**config.mk**
```make
export PLATFORM = sky130hd
export DESIGN_NAME = dram_bank_seq
export DESIGN_NICKNAME = d
export VERILOG_FILES = /design/src/rtl/dram_seq_pkg.sv /design/src/rtl/bank_timer.sv /design/src/rtl/rd_return.sv /design/src/rtl/dram_bank_seq.sv
export SDC_FILE = /design/constraint.sdc
export NUM_CORES = 1
export LEC_CHECK = 0
export CAP_MARGIN = 20
export CORE_MARGIN = 4
export CORE_UTILIZATION = 60
export CTS_CLUSTER_SIZE = 25
export DETAILED_ROUTE_END_ITERATION = 10
export DONT_BUFFER_PORTS = 1
export GPL_ROUTABILITY_DRIVEN = 0
export MAX_ROUTING_LAYER = met4
export PLACE_DENSITY = 0.76
export SLEW_MARGIN = 20
export SYNTH_ARGS = -nofsm -noshare
export SYNTH_HDL_FRONTEND = slang
export SYNTH_HIERARCHICAL = 1
export SYNTH_SLANG_ARGS = --single-unit
```
**constraint.sdc**
```tcl
create_clock -name clk -period 2.7 [get_ports clk]
set_input_delay 0.675 -clock clk [delete_from_list [all_inputs] [get_ports clk]]
set_output_delay 0.675 -clock clk [all_outputs]
set_load 0.005 [all_outputs]
```
**src/rtl/dram_seq_pkg.sv**
```systemverilog
package dram_seq_pkg;
   typedef enum logic [2:0] {
      CMD_NOP = 3'd0,
      CMD_ACT = 3'd1,
      CMD_RD  = 3'd2,
      CMD_WR  = 3'd3,
      CMD_PRE = 3'd4
   } cmd_e;

   typedef enum logic {
      ST_IDLE = 1'b0,
      ST_SEQ  = 1'b1
   } seq_st_e;

   function automatic int max2(input int a, input int b);
      return (a > b) ? a : b;
   endfunction
endpackage

```
**src/rtl/bank_timer.sv**
```systemverilog
module bank_timer import dram_seq_pkg::*; #(
   parameter int ROW_W = 4,
   parameter int T_RCD = 3,
   parameter int T_RP  = 3,
   parameter int T_RAS = 6,
   localparam int CNT_W = $clog2(max2(max2(T_RCD, T_RP), T_RAS) + 1)
) (
   input  logic             clk,
   input  logic             rst_n,
   input  logic             do_act,
   input  logic             do_pre,
   input  logic [ROW_W-1:0] act_row,
   output logic             is_open,
   output logic [ROW_W-1:0] open_row,
   output logic             act_ok,
   output logic             col_ok,
   output logic             pre_ok
);
   logic [CNT_W-1:0] rcd_cnt, rp_cnt, ras_cnt;

   always_ff @(posedge clk) begin
      if (!rst_n) begin
         is_open  <= 1'b0;
         open_row <= '0;
         rcd_cnt  <= '0;
         rp_cnt   <= '0;
         ras_cnt  <= '0;
      end else begin
         if (rcd_cnt != '0) rcd_cnt <= rcd_cnt - 1'b1;
         if (rp_cnt  != '0) rp_cnt  <= rp_cnt  - 1'b1;
         if (ras_cnt != '0) ras_cnt <= ras_cnt - 1'b1;
         if (do_act) begin
            is_open  <= 1'b1;
            open_row <= act_row;
            rcd_cnt  <= CNT_W'(T_RCD - 1);
            ras_cnt  <= CNT_W'(T_RAS - 1);
         end
         if (do_pre) begin
            is_open <= 1'b0;
            rp_cnt  <= CNT_W'(T_RP - 1);
         end
      end
   end

   assign act_ok = (rp_cnt  == '0);
   assign col_ok = (rcd_cnt == '0);
   assign pre_ok = (ras_cnt == '0);
endmodule

```
**src/rtl/rd_return.sv**
```systemverilog
module rd_return #(
   parameter int DATA_W = 8,
   parameter int LAT    = 3
) (
   input  logic              clk,
   input  logic              rst_n,
   input  logic              rd_issue,
   input  logic [DATA_W-1:0] dram_rdata,
   output logic              rsp_valid,
   output logic [DATA_W-1:0] rsp_data
);
   logic tap;

   generate
      if (LAT == 1) begin : g_lat1
         logic stage_q;
         always_ff @(posedge clk) begin
            if (!rst_n) stage_q <= 1'b0;
            else        stage_q <= rd_issue;
         end
         assign tap = stage_q;
      end else begin : g_latn
         logic [LAT-1:0] stage_q;
         always_ff @(posedge clk) begin
            if (!rst_n) stage_q <= '0;
            else        stage_q <= {stage_q[LAT-2:0], rd_issue};
         end
         assign tap = stage_q[LAT-1];
      end
   endgenerate

   always_ff @(posedge clk) begin
      if (!rst_n) begin
         rsp_valid <= 1'b0;
         rsp_data  <= '0;
      end else begin
         rsp_valid <= tap;
         if (tap) rsp_data <= dram_rdata;
      end
   end
endmodule

```
**src/rtl/dram_bank_seq.sv**
```systemverilog
module dram_bank_seq import dram_seq_pkg::*; #(
   parameter int BANKS   = 4,
   parameter int ROW_W   = 4,
   parameter int COL_W   = 3,
   parameter int DATA_W  = 8,
   parameter int T_RCD   = 3,
   parameter int T_RP    = 3,
   parameter int T_RAS   = 6,
   parameter int CAS_LAT = 3,
   localparam int BANK_W = $clog2(BANKS),
   localparam int ADDR_W = ROW_W + BANK_W + COL_W,
   localparam int MUX_W  = (ROW_W > COL_W) ? ROW_W : COL_W
) (
   input  logic              clk,
   input  logic              rst_n,
   input  logic              req_valid,
   output logic              req_ready,
   input  logic              req_write,
   input  logic [ADDR_W-1:0] req_addr,
   input  logic [DATA_W-1:0] req_wdata,
   output logic [2:0]        cmd_code,
   output logic [BANK_W-1:0] cmd_bank,
   output logic [MUX_W-1:0]  cmd_addr,
   output logic [DATA_W-1:0] cmd_wdata,
   input  logic [DATA_W-1:0] dram_rdata,
   output logic              rsp_valid,
   output logic [DATA_W-1:0] rsp_data
);
   // elaboration-time parameter checks
   generate
      if (!(BANKS == 4 || BANKS == 8)) begin : g_bad_banks
         $error("dram_bank_seq: BANKS must be 4 or 8");
      end
      if (T_RCD < 1 || T_RP < 1 || T_RAS < 1 || CAS_LAT < 1) begin : g_bad_timing
         $error("dram_bank_seq: timing parameters must be at least 1");
      end
   endgenerate

   seq_st_e           state;
   logic              lat_write;
   logic [BANK_W-1:0] lat_bank;
   logic [ROW_W-1:0]  lat_row;
   logic [COL_W-1:0]  lat_col;
   logic [DATA_W-1:0] lat_wdata;

   logic [BANKS-1:0]  b_open, b_act_ok, b_col_ok, b_pre_ok;
   logic [ROW_W-1:0]  b_row [BANKS];
   logic              issue_act, issue_pre, issue_col;
   cmd_e              cmd;

   generate
      for (genvar i = 0; i < BANKS; i++) begin : g_bank
         bank_timer #(
            .ROW_W(ROW_W), .T_RCD(T_RCD), .T_RP(T_RP), .T_RAS(T_RAS)
         ) u_timer (
            .clk     (clk),
            .rst_n   (rst_n),
            .do_act  (issue_act && (lat_bank == BANK_W'(i))),
            .do_pre  (issue_pre && (lat_bank == BANK_W'(i))),
            .act_row (lat_row),
            .is_open (b_open[i]),
            .open_row(b_row[i]),
            .act_ok  (b_act_ok[i]),
            .col_ok  (b_col_ok[i]),
            .pre_ok  (b_pre_ok[i])
         );
      end
   endgenerate

   // command selection for the request in progress
   always_comb begin
      cmd       = CMD_NOP;
      cmd_addr  = '0;
      issue_act = 1'b0;
      issue_pre = 1'b0;
      issue_col = 1'b0;
      if (state == ST_SEQ) begin
         if (b_open[lat_bank]) begin
            if (b_row[lat_bank] == lat_row) begin
               if (b_col_ok[lat_bank]) begin
                  issue_col = 1'b1;
                  cmd       = lat_write ? CMD_WR : CMD_RD;
                  cmd_addr  = MUX_W'(lat_col);
               end
            end else if (b_pre_ok[lat_bank]) begin
               issue_pre = 1'b1;
               cmd       = CMD_PRE;
            end
         end else if (b_act_ok[lat_bank]) begin
            issue_act = 1'b1;
            cmd       = CMD_ACT;
            cmd_addr  = MUX_W'(lat_row);
         end
      end
   end

   always_ff @(posedge clk) begin
      if (!rst_n) begin
         state     <= ST_IDLE;
         lat_write <= 1'b0;
         lat_bank  <= '0;
         lat_row   <= '0;
         lat_col   <= '0;
         lat_wdata <= '0;
      end else begin
         case (state)
            ST_IDLE: if (req_valid) begin
               state     <= ST_SEQ;
               lat_write <= req_write;
               lat_col   <= req_addr[COL_W-1:0];
               lat_bank  <= req_addr[COL_W +: BANK_W];
               lat_row   <= req_addr[COL_W+BANK_W +: ROW_W];
               lat_wdata <= req_wdata;
            end
            ST_SEQ: if (issue_col) state <= ST_IDLE;
            default: state <= ST_IDLE;
         endcase
      end
   end

   assign req_ready = (state == ST_IDLE);
   assign cmd_code  = cmd;
   assign cmd_bank  = lat_bank;
   assign cmd_wdata = lat_wdata;

   rd_return #(.DATA_W(DATA_W), .LAT(CAS_LAT)) u_rd (
      .clk       (clk),
      .rst_n     (rst_n),
      .rd_issue  (issue_col && !lat_write),
      .dram_rdata(dram_rdata),
      .rsp_valid (rsp_valid),
      .rsp_data  (rsp_data)
   );
endmodule

```
==> flow_summary_export.csv <==
group,metric,value,unit
timing,period_needed,2770,ps
clocking,clk_pin_slew,90,ps
layout,nNetsFinal,460,
clocking,clk_latency,350,ps
outcome,outcome,"complete, but fails checks",
clocking,cts_buffers,9,
timing,finalSetupTns,-271,ps
timing,fmax,361,MHz
logic_synthesis,synthFlopType,"dfxtp_1",
logic_synthesis,synth_cells,402,
floorplan,ioPinCount,56,
pwr,cellLeakagePower,1.68,nW
floorplan,start_util,63.0,%
timing,rsz0062_at_grt,"yes",
min_path,hold_path_class,"flip-flop to flip-flop",
floorplan,die_w,90.6,um
global_route,grt_pass1_vias,2624,
layout,regArea,1750,um2
floorplan,die_h,90.6,um
global_route,grt_first_pass_wirelength,12300,um
logic_synthesis,syn_nets,451,
timing,max_slew_margin,60.5,%
pwr,vdd_ir_drop_max,0.497,mV
critical_path,critPathCaptureType,"output port",
floorplan,die_area,8200,um2
critical_path,slowest_delay,580,ps
layout,fillers,496,
floorplan,core_region_area,6490,um2
outcome,violations,"negative setup slack",
layout,multiInputGateArea,2150,um2
logic_synthesis,synth_edf_count,0,
route,avgViaCountPerCell,5.58,
logic_synthesis,async_flop_share,0,%
clocking,root_buffer,"clkbuf_8",
critical_path,slowest_stage,"mux4_2",
timing,fin_skew,7.23,ps
placement,port_buffers,0,
layout,diodes,0,
logic_synthesis,synth_area_leaders,"dfxtp_1, ha_1, mux2i_1",
critical_path,path_class,"flip-flop to output port",
logic_synthesis,synth_mux_area_share,11.6,%
logic_synthesis,syn-cell-area,4090,um2
route,via_count,2751,
route,routed_wl,7420,um
logic_synthesis,synth_seq_cells,87,
clocking,cts_buffer_depth,2,
pwr,p_per_area,854,nW/um2
clocking,clock_sinks,87,
route,drt-pass1-iter-count,6,
timing,tightest_slew,590,ps
logic_synthesis,synth_compound_gate_area_share,11.8,%
logic_synthesis,yosys.area_share.simple,18.8,%
logic_synthesis,synth_top_area_share,42.6,%
timing,setup_slack,-66.7,ps
logic_synthesis,synth_top_family_by_area,"simple AND/OR/NAND/NOR gates",
layout,drive_gt1_share,15.9,%
logic_synthesis,seq_area_frac_synth,42.6,%
timing,hold_viol,0,
route,drc_errors,0,
layout,area_growth,7.53,%
logic_synthesis,yosysUniqueCellTypes,38,
critical_path,worst-path-max-fanout,9,
critical_path,worstSetupStartpointType,"flip-flop",
logic_synthesis,yosysWarnings,6,
critical_path,crit_required,2030,ps
logic_synthesis,synth.largest_area_cell,"dfxtp_1",
placement,post-dp-hpwl,5280,um
flow_run,cap_violations,0,
global_route,grt_max_degree,72,
route,drt_iter0_drc,155,
global_route,antenna_found_initial,0,
floorplan,num_rows,29,
timing,drv_slew,0,
clocking,cts_hold_buf,0,
global_route,grt_overflow,0,
route,drtAntennaViolNets,0,
route,wl_per_cell,15.1,um
global_route,grt_usage,19.1,%
clocking,h-tree-depth,3,
logic_synthesis,synth_xor_area_share,3.43,%
logic_synthesis,avgSynthCellArea,10.2,um2
critical_path,path_cells,"buf_4 > mux4_2 > and3_2 > a32o_2",
timing,setup_violations,5,
pwr,power,3.76,mW
clocking,cts_tree,"yes",
timing,finalCritPeriodShare,102,%
critical_path,crit_arrival,2090,ps
logic_synthesis,synth_fa_ha_area_share,6.12,%
what timing repair did:
item / in CTS / in global routing
pin swaps: 4 / 0
buffers inserted: 2 / 0
gates cloned: 1 / 0
endpoints found under the setup margin: 7 / 7
gates resized for setup: 15 / 4
layer usage:
metal,part of all wire [%],track usage [%]
met1,44,22.7
met4,2.3,7.91
met3,4.3,5.75
met5,0,-
met2,49,30.3
path summary, 6_finish.rpt:
path | from | to | slack, ps | cells after the start
worst max-delay path | cmd_bank[0]$_SDFFE_PN0P_ | cmd_addr[2] | -70 | 4
worst min-delay path | u_rd/g_latn.stage_q[0]$_SDFF_PN0_ | u_rd/g_latn.stage_q[1]$_SDFF_PN0_ | 430 | 1
worst max register to register | cmd_bank[0]$_SDFFE_PN0P_ | g_bank[0].u_timer/rp_cnt[2]$_SDFFE_PP0P_ | 220 | 9
worst min register to register | u_rd/g_latn.stage_q[0]$_SDFF_PN0_ | u_rd/g_latn.stage_q[1]$_SDFF_PN0_ | 430 | 1
power breakdown:
part | internal [mW] | switching [mW] | total [mW] | leakage [nW]
registers | 1.50 | 0.147 | 1.64 | 0.713
logic | 0.644 | 0.637 | 1.28 | 0.881
clock network | 0.368 | 0.463 | 0.831 | 0.0866
total | 2.51 | 1.25 | 3.76 | 1.68
sequential cells by signal, summed over array words and instances (netlist names), 4 cells and up:
signal,cells
cmd_wdata,8
g_bank.u_timer/rcd_cnt,12
lat_row,4
g_bank.u_timer/ras_cnt,12
g_bank.u_timer/open_row,16
u_rd/rsp_data,8
g_bank.u_timer/rp_cnt,12
g_bank.u_timer/is_open,4
synthesized netlist by cell type (2+ instances only):
cell,count
nand2_1,39
mux4_2,6
buf_4,4
nor2_1,29
nor2b_1,33
o31a_1,8
clkbuf_1,7
ha_1,20
mux2_1,4
and2_1,5
a211oi_2,4
buf_6,7
and2b_1,4
o21a_1,16
nand2b_1,6
nor4b_1,8
a32o_1,3
mux2i_1,24
xnor2_1,4
a211oi_1,8
xor2_1,12
nand2b_4,4
a21boi_0,18
dfxtp_1,87
inv_1,25
mux4_1,2
nor3_1,4
metrics by stage:
step                      setup WS [ps]  hold WS (ps)  cells  area (um2)  utilization [%]
after floorplan                     231           406    402        4090                -
after global placement              170           410    474        4150             63.9
after detailed placement            121           425    474        4150             63.9
after CTS                         -92.6           421    493        4390             67.5
after global routing               -145           414    493        4400             67.7
final                             -66.7           432    493        4400             67.7
cell type report:
type | count | area share (%)
well taps | 77 | 2.19
repair buffers | 17 | 2.93
clock inverters | 5 | 0.939
flip-flops and latches | 87 | 39.7
multi-input cells | 271 | 48.8
inverters | 25 | 2.13
clock buffers | 11 | 3.21
critical path, delay by kind of cell (launching register included):
| family | cells | cell delay [ps] |
|---|---|---|
| and+or+nand+nor | 1 | 280 |
| DFF | 1 | 400 |
| muxes | 1 | 580 |
| buffers and inverters | 1 | 190 |
| AOI/OAI and AO/OA | 1 | 290 |
layout by cell type, fill, tap and decap left out, types with 3 or more instances in the layout:
| master | synthesis | layout |
|---|---|---|
| mux2_1 | 4 | 4 |
| a211oi_2 | 4 | 4 |
| xnor2_1 | 4 | 4 |
| nand2b_1 | 6 | 6 |
| xor2_1 | 12 | 11 |
| and2b_1 | 4 | 4 |
| buf_4 | 4 | 15 |
| clkbuf_8 | 0 | 10 |
| o31a_1 | 8 | 8 |
| a211oi_1 | 8 | 8 |
| nor3_1 | 4 | 4 |
| nor2b_1 | 33 | 33 |
| ha_1 | 20 | 16 |
| ha_2 | 0 | 4 |
| a21boi_0 | 18 | 18 |
| inv_1 | 25 | 25 |
| nand2_1 | 39 | 39 |
| and2_1 | 5 | 5 |
| o21a_1 | 16 | 16 |
| mux2i_1 | 24 | 24 |
| mux4_2 | 6 | 7 |
| dfxtp_1 | 87 | 84 |
| nand2b_4 | 4 | 4 |
| a32o_2 | 0 | 3 |
| nor2_1 | 29 | 27 |
| nor4b_1 | 8 | 8 |
kinds of logic (layout without fill, tap and decap cells):
family          after synthesis  after routing
compound gates               60             60
xor+xnor                     16             16
fa+ha+maj                    20             20
buf+inv                      44             58
flops                        87             87
mux                          36             36
simple gates                139            139
Power figures use the tool's default switching activity.
